## config.mk

```make
export PLATFORM = sky130hd
export DESIGN_NAME = proc_q_engine
export DESIGN_NICKNAME = d
export VERILOG_FILES = /design/src/rtl/proc_q_pkg.sv /design/src/rtl/proc_q_prio_cmp.sv /design/src/rtl/proc_q_field_merge.sv /design/src/rtl/proc_q_engine.sv
export SDC_FILE = /design/constraint.sdc
export NUM_CORES = 1
export LEC_CHECK = 0
export ABC_AREA = 1
export CAP_MARGIN = 25
export CORE_UTILIZATION = 45
export DETAILED_ROUTE_END_ITERATION = 6
export PLACE_DENSITY_LB_ADDON = 0.1
export SYNTH_ARGS = -nofsm -noshare
export SYNTH_HDL_FRONTEND = slang
export SYNTH_SLANG_ARGS = --single-unit
```

## constraint.sdc

```tcl
create_clock -name clk_i -period 2.8 [get_ports clk_i]
set_clock_uncertainty 0.15 [all_clocks]
set_input_delay 0.84 -clock clk_i [delete_from_list [all_inputs] [get_ports clk_i]]
set_output_delay 0.84 -clock clk_i [all_outputs]
set_load 0.02 [all_outputs]
```

## src/rtl/proc_q_pkg.sv

```systemverilog
package proc_q_pkg;
  localparam int unsigned WORD_W   = 16;
  localparam int unsigned IDX_LSB  = 2;
  localparam int unsigned IDX_MSB  = 11;
  localparam int unsigned PRIO_LSB = 12;
  localparam int unsigned PRIO_MSB = 14;
  localparam int unsigned IDX_W    = IDX_MSB - IDX_LSB + 1;
  localparam int unsigned PRIO_W   = PRIO_MSB - PRIO_LSB + 1;

  localparam logic [WORD_W-1:0] IDX_MASK =
    WORD_W'(((1 << IDX_W) - 1) << IDX_LSB);

  typedef enum logic [4:0] {
    ST_IDLE,
    ST_RD_LINK,
    ST_RD_SRCQ,
    ST_WALK,
    ST_WR_PREV,
    ST_RD_SRC2,
    ST_WR_SRC,
    ST_RD_FLAGS,
    ST_WR_FLAGS,
    ST_RD_DST,
    ST_WR_DST,
    ST_RD_TAIL,
    ST_RD_NEXT,
    ST_WR_CUR,
    ST_WR_PSB,
    ST_DONE
  } state_e;
endpackage

```

## src/rtl/proc_q_prio_cmp.sv

```systemverilog
module proc_q_prio_cmp
  import proc_q_pkg::*;
(
  input  logic [WORD_W-1:0] a_word_i,
  input  logic [WORD_W-1:0] b_word_i,
  output logic              a_ge_b_o
);
  logic [PRIO_W-1:0] a_prio, b_prio;

  assign a_prio   = a_word_i[PRIO_MSB:PRIO_LSB];
  assign b_prio   = b_word_i[PRIO_MSB:PRIO_LSB];
  assign a_ge_b_o = (a_prio >= b_prio);
endmodule

```

## src/rtl/proc_q_field_merge.sv

```systemverilog
module proc_q_field_merge #(
  parameter int unsigned                W    = 16,
  parameter logic [W-1:0]               MASK = '0
) (
  input  logic [W-1:0] base_i,
  input  logic [W-1:0] field_i,
  output logic [W-1:0] merged_o
);
  // field_i is already positioned; only MASK bits are replaced
  assign merged_o = (base_i & ~MASK) | (field_i & MASK);
endmodule

```

## src/rtl/proc_q_engine.sv

```systemverilog
module proc_q_engine
  import proc_q_pkg::*;
#(
  parameter int unsigned AW = 16
) (
  input  logic              clk_i,
  input  logic              rst_ni,
  input  logic              cmd_valid_i,
  input  logic              cmd_src_null_i,
  input  logic [AW-1:0]     cmd_src_addr_i,
  input  logic [AW-1:0]     cmd_dst_addr_i,
  input  logic [IDX_W-1:0]  cmd_psb_idx_i,
  output logic              busy_o,
  output logic              done_o,
  output logic              mem_req_o,
  output logic              mem_we_o,
  output logic [AW-1:0]     mem_addr_o,
  output logic [WORD_W-1:0] mem_wdata_o,
  input  logic [WORD_W-1:0] mem_rdata_i,
  input  logic              mem_ack_i
);
  state_e state_q;

  logic [AW-1:0]     psb_q, src_q, dst_q, cur_q, prev_q, succ_q;
  logic              src_null_q, dst_empty_q;
  logic [WORD_W-1:0] link_q, cl_q, word_q;

  logic [AW-1:0]     rd_idx, link_next, cl_next;
  logic [WORD_W-1:0] mg_base, mg_field, mg_out;
  logic              rd_ge_psb;
  logic              fire;

  assign rd_idx    = AW'(mem_rdata_i & IDX_MASK);
  assign link_next = AW'(link_q & IDX_MASK);
  assign cl_next   = AW'(cl_q & IDX_MASK);
  assign fire      = mem_req_o && mem_ack_i;

  // priority of the word just read versus the moving process
  proc_q_prio_cmp u_prio_cmp (
    .a_word_i (mem_rdata_i),
    .b_word_i (link_q),
    .a_ge_b_o (rd_ge_psb)
  );

  proc_q_field_merge #(
    .W    (WORD_W),
    .MASK (IDX_MASK)
  ) u_merge (
    .base_i   (mg_base),
    .field_i  (mg_field),
    .merged_o (mg_out)
  );

  always_comb begin
    mem_req_o = 1'b1;
    mem_we_o  = 1'b0;
    mem_addr_o = psb_q;
    mg_base   = link_q;
    mg_field  = WORD_W'(succ_q);
    unique case (state_q)
      ST_IDLE, ST_DONE: mem_req_o = 1'b0;
      ST_RD_LINK:  mem_addr_o = psb_q;
      ST_RD_SRCQ:  mem_addr_o = src_q;
      ST_WALK:     mem_addr_o = cur_q;
      ST_WR_PREV: begin
        mem_we_o = 1'b1; mem_addr_o = cur_q;
        mg_base = cl_q; mg_field = WORD_W'(link_next);
      end
      ST_RD_SRC2:  mem_addr_o = src_q;
      ST_WR_SRC: begin
        mem_we_o = 1'b1; mem_addr_o = src_q;
        mg_base = word_q; mg_field = WORD_W'(prev_q);
      end
      ST_RD_FLAGS: mem_addr_o = psb_q | AW'(1);
      ST_WR_FLAGS: begin
        mem_we_o = 1'b1; mem_addr_o = psb_q | AW'(1);
        mg_base = word_q; mg_field = WORD_W'(link_next);
      end
      ST_RD_DST:   mem_addr_o = dst_q;
      ST_WR_DST: begin
        mem_we_o = 1'b1; mem_addr_o = dst_q;
        mg_base = word_q; mg_field = WORD_W'(psb_q);
      end
      ST_RD_TAIL:  mem_addr_o = cur_q;
      ST_RD_NEXT:  mem_addr_o = cl_next;
      ST_WR_CUR: begin
        mem_we_o = 1'b1; mem_addr_o = cur_q;
        mg_base = cl_q; mg_field = WORD_W'(psb_q);
      end
      ST_WR_PSB: begin
        mem_we_o = 1'b1; mem_addr_o = psb_q;
        mg_base = link_q; mg_field = WORD_W'(succ_q);
      end
      default: mem_req_o = 1'b0;
    endcase
  end

  assign mem_wdata_o = mem_we_o ? mg_out : '0;
  assign busy_o      = (state_q != ST_IDLE);
  assign done_o      = (state_q == ST_DONE);

  always_ff @(posedge clk_i or negedge rst_ni) begin
    if (!rst_ni) begin
      state_q     <= ST_IDLE;
      psb_q       <= '0;
      src_q       <= '0;
      dst_q       <= '0;
      cur_q       <= '0;
      prev_q      <= '0;
      succ_q      <= '0;
      src_null_q  <= 1'b0;
      dst_empty_q <= 1'b0;
      link_q      <= '0;
      cl_q        <= '0;
      word_q      <= '0;
    end else begin
      unique case (state_q)
        ST_IDLE: if (cmd_valid_i) begin
          psb_q      <= AW'({cmd_psb_idx_i, 2'b00});
          src_q      <= cmd_src_addr_i;
          dst_q      <= cmd_dst_addr_i;
          src_null_q <= cmd_src_null_i;
          state_q    <= ST_RD_LINK;
        end
        ST_RD_LINK: if (fire) begin
          link_q <= mem_rdata_i;
          if (rd_idx == psb_q) begin
            prev_q  <= '0;
            state_q <= src_null_q ? ST_RD_FLAGS : ST_RD_SRC2;
          end else if (src_null_q) begin
            cur_q   <= psb_q;
            state_q <= ST_WALK;
          end else begin
            state_q <= ST_RD_SRCQ;
          end
        end
        ST_RD_SRCQ: if (fire) begin
          cur_q   <= rd_idx;
          state_q <= ST_WALK;
        end
        ST_WALK: if (fire) begin
          if (rd_idx == psb_q) begin
            prev_q  <= cur_q;
            cl_q    <= mem_rdata_i;
            state_q <= ST_WR_PREV;
          end else begin
            cur_q <= rd_idx;
          end
        end
        ST_WR_PREV: if (fire)
          state_q <= src_null_q ? ST_RD_FLAGS : ST_RD_SRC2;
        ST_RD_SRC2: if (fire) begin
          word_q  <= mem_rdata_i;
          state_q <= (rd_idx == psb_q) ? ST_WR_SRC : ST_RD_DST;
        end
        ST_WR_SRC:   if (fire) state_q <= ST_RD_DST;
        ST_RD_FLAGS: if (fire) begin
          word_q  <= mem_rdata_i;
          state_q <= ST_WR_FLAGS;
        end
        ST_WR_FLAGS: if (fire) state_q <= ST_RD_DST;
        ST_RD_DST: if (fire) begin
          word_q <= mem_rdata_i;
          if (rd_idx == '0) begin
            dst_empty_q <= 1'b1;
            succ_q      <= psb_q;
            state_q     <= ST_WR_DST;
          end else begin
            dst_empty_q <= 1'b0;
            cur_q       <= rd_idx;
            state_q     <= ST_RD_TAIL;
          end
        end
        ST_RD_TAIL: if (fire) begin
          cl_q    <= mem_rdata_i;
          state_q <= rd_ge_psb ? ST_WR_DST : ST_RD_NEXT;
        end
        ST_WR_DST: if (fire)
          state_q <= dst_empty_q ? ST_WR_PSB : ST_WR_CUR;
        ST_RD_NEXT: if (fire) begin
          if (!rd_ge_psb) begin
            state_q <= ST_WR_CUR;
          end else begin
            cur_q <= cl_next;
            cl_q  <= mem_rdata_i;
          end
        end
        ST_WR_CUR: if (fire) begin
          succ_q  <= cl_next;
          state_q <= ST_WR_PSB;
        end
        ST_WR_PSB: if (fire) state_q <= ST_DONE;
        ST_DONE:   state_q <= ST_IDLE;
        default:   state_q <= ST_IDLE;
      endcase
    end
  end
endmodule

```

==> results summary <==
The run finished, with violations left. The final reports fail on setup timing. The analysis attributes to cell leakage a power of 4.65 nW. The synthesized net count is 859. The power dissipated by switching net loads is 4.99 mW.

In this run, CTS created clock tree buffers numbering 17. The synthesis warning total is 0. The area of the die is 14300 µm². The number of enable-type register cells in the synthesized netlist came out at 0.

The total design power is 12.0 mW. The number of clock sinks came out at 116. The detailed-route DRC error count is 0. Measured along the y axis, the die boundary spans 120 µm. The final worst setup slack is -0.266 ns. The count of unique library cells instantiated by Yosys came out at 39. The proportion of register bits with asynchronous set or reset after synthesis came out at 100%.

The maximum buffer depth of the clock tree is 2. The worst setup slack before clock tree synthesis came out at -0.395 ns. Setup repair after global routing could not meet its margin everywhere. The achievable frequency is 326 MHz. Summed over all layers, the global routing overflow is 0. The area inside the core boundary came out at 13300 µm². The number of antenna violations at the first check in global routing is 0.

The top fanout value on the critical path is 5. The via density per instance came out at 5.33. The first-iteration detailed-routing DRC count came out at 588. The part of the total power dissipated in sequential elements is 25.4%. Data on the critical path arrives at its endpoint at 2.08 ns. At the worst endpoint, the required time is 1.81 ns.

The power density normalized to cell area came out at 1270 nW/µm². The count of nets after finishing is 1063. The wire length of the first global-routing pass came out at 32.7 mm. Entering global routing, the biggest net connects 49 pins. The worst setup path is captured at an output port. The starting density of the core is 46.6%. The post-synthesis average cell area came out at 7.84 µm². The worst-case IR drop observed on VDD is 0.730 mV. The gate count after technology mapping is 793. After clock tree synthesis, the clock-pin slew on the worst setup and hold paths is 0.05 ns. The filler cell count is 1074. In this run the remaining antenna-violating nets after routing total 0.

The number of input and output port buffers inserted is 98. In the layout the commonest cells are nand2_1 (244), dfrtp_1 (113), buf_4 (109). Headroom to the max-slew limit came out at 65.9%. For this design the top-level I/O count stands at 99. The share of total power dissipated in combinational logic is 55.8%.

The standard-cell row count is 42. The clock network fraction of design power came out at 18.8%. The count of vias placed by the detailed router came out at 6305. The final count of hold timing violations came out at 0. Relative to the synthesized area, the layout overhead comes to 53.0%. Measured along the x axis, the die boundary spans 120 µm. The hold buffer count at cts came out at 0. The part of the cycle the worst path needs is 109%. Leaving out fill and tap cells, the most frequent cell in the layout is nand2_1.

The pre-antenna-repair detailed-routing pass consisted of 5 iterations. The congestion estimate from routability-driven global placement came to 0.852. The count of endpoints failing setup in the final report is 33. CTS placed an instance of clkbuf_16 at the clock tree root. Dividing the detail-routed wire length by the instance count gives 17.3 µm. The critical path is of the register to output port type. The post-detailed-placement half-perimeter wirelength is 14.2 mm. The number of max-capacitance violations reported came out at 0. The minimum clock period came out at 3.07 ns. The setup TNS is -6.32 ns. The fraction of final layout cells sized beyond drive strength 1 came out at 33.0%.

The switching power share of the total came out at 41.5%. The path class of the tightest hold or removal check is primary input to async pin. The nature of the critical path startpoint is a register. The predominant post-synthesis flop cell is dfrtp_1.

The cell-internal power came out at 7.05 mW. CTS built an H-tree with a depth of 4. The routed design has 20.4 mm of wire. The total instance count after detailed placement is 1134.

The post-synthesis sequential area ratio came out at 46.7%. The total global routing track utilization is 29.9%. Leaving out filler cells and counting taps, the final layout contains 1184. The post-synthesis instance area is 6210 µm². For the worst-skew pair, the clock arrives at the later sink with an insertion delay of 0.41 ns. The transition at the pin with the smallest max-transition slack came out at 0.511 ns. The number of pins with negative max-slew slack in the final report came to 0. The count of inserted antenna diode cells is 0. In this run the register-to-register setup slack is 0.43 ns. TritonCTS built the clock tree. The synthesis-stage register bit count came out at 116. Measured on the finished design, the core utilization comes to 71.2%. The number of global-route vias before repair is 6199.
[critical path, cell delays in order (launching register included)]
cell,delay [ns]
dfrtp_2,0.47
inv_4,0.11
buf_6,0.11
nand2_4,0.05
nor2_4,0.15
nor2_4,0.06
nand2_4,0.08
a21oi_4,0.04
buf_12,0.13
buf_16,0.13
buf_12,0.12
nor2_4,0.09
buf_6,0.12
[Yosys cell counts, drive strengths merged (5+ instances only)]
cell	number	area (µm²)
nand2	268	1030
dfrtp	116	2900
nor2	84	335
inv	74	278
a21oi	55	290
o21ai	41	205
nand3	39	208
mux2	35	394
buf	15	92.6
clkbuf	12	45.0
a31oi	11	68.8
o2111ai	10	87.6
a221oi	8	70.1
a22o	5	43.8
[logic make-up after synthesis]
| group | after synthesis | share of synthesized area [%] |
|---|---|---|
| adders and majority gates | 3 | 0.604 |
| muxes | 35 | 6.34 |
| buffers and inverters | 103 | 6.82 |
| DFF | 116 | 46.7 |
| AOI/OAI and AO/OA | 134 | 13.0 |
| and+or+nand+nor | 402 | 26.5 |
[sequential cells by signal, summed over array words and instances, names as in the netlist]
signal and flops:
dst_empty_q 1, cl_q 16, cur_q 10, src_q 16
prev_q 10, word_q 6, state_q 4, link_q 16
succ_q 10, src_null_q 1, psb_q 10, dst_q 16
[through the flow]
stage	instance area (µm²)	hold WS, ns
finish	9510	0.250
detailed placement	8110	0.303
floorplan	6210	0.286
CTS	9090	0.254
global route	9510	0.283
global placement	8110	0.298
[power by group through the flow]
stage / logic (mW) / registers [mW] / clock network [mW]
after global placement: 5.33 / 2.95 / 0
after floorplan: 3.23 / 2.79 / 0
after CTS: 6.07 / 2.98 / 2.28
after global routing: 7.26 / 3.15 / 2.36
after detailed placement: 5.42 / 2.97 / 0
final: 6.71 / 3.06 / 2.26
[routing by layer]
layer,up-vias,share of wire [%],global-route usage [%]
met2,278,45,45.1
li1,3004,-,-
met3,27,8.6,7.18
met4,0,1.8,9.38
met5,-,0,0
met1,2996,44,42.3
[repair_timing]
action | in CTS | in global routing
buffers inserted | 13 | 4
cloned | 3 | 2
endpoints found under the setup margin | 36 | 36
pin swaps | 10 | 10
gates resized for setup | 228 | 101
[final cells by class]
| class | instances | area [µm²] | share of cell area [%] |
|---|---|---|---|
| tap | 176 | 220 | 2.32 |
| timing repair buffer | 211 | 2050 | 21.5 |
| clock buffer | 22 | 494 | 5.20 |
| multi-input combinational | 574 | 3400 | 35.7 |
| sequential | 116 | 2910 | 30.6 |
| inverter | 76 | 310 | 3.26 |
| timing repair inverter | 1 | 8.76 | 0.0921 |
| clock inverter | 8 | 124 | 1.30 |
[worst paths after layout]
kind	startpoint	end	cells after the start
setup / recovery	state_q[0]	mem_wdata_o[0]	12
hold / removal	rst_ni	link_q[15]	1
setup reg to reg	state_q[1]	cur_q[8]	12
hold reg to reg	cl_q[12]	cl_q[12]	2
max in group asynchronous	rst_ni	state_q[1]	2
min in group clk_i	cl_q[12]	cl_q[12]	2
(Power assumes the default switching activity.)
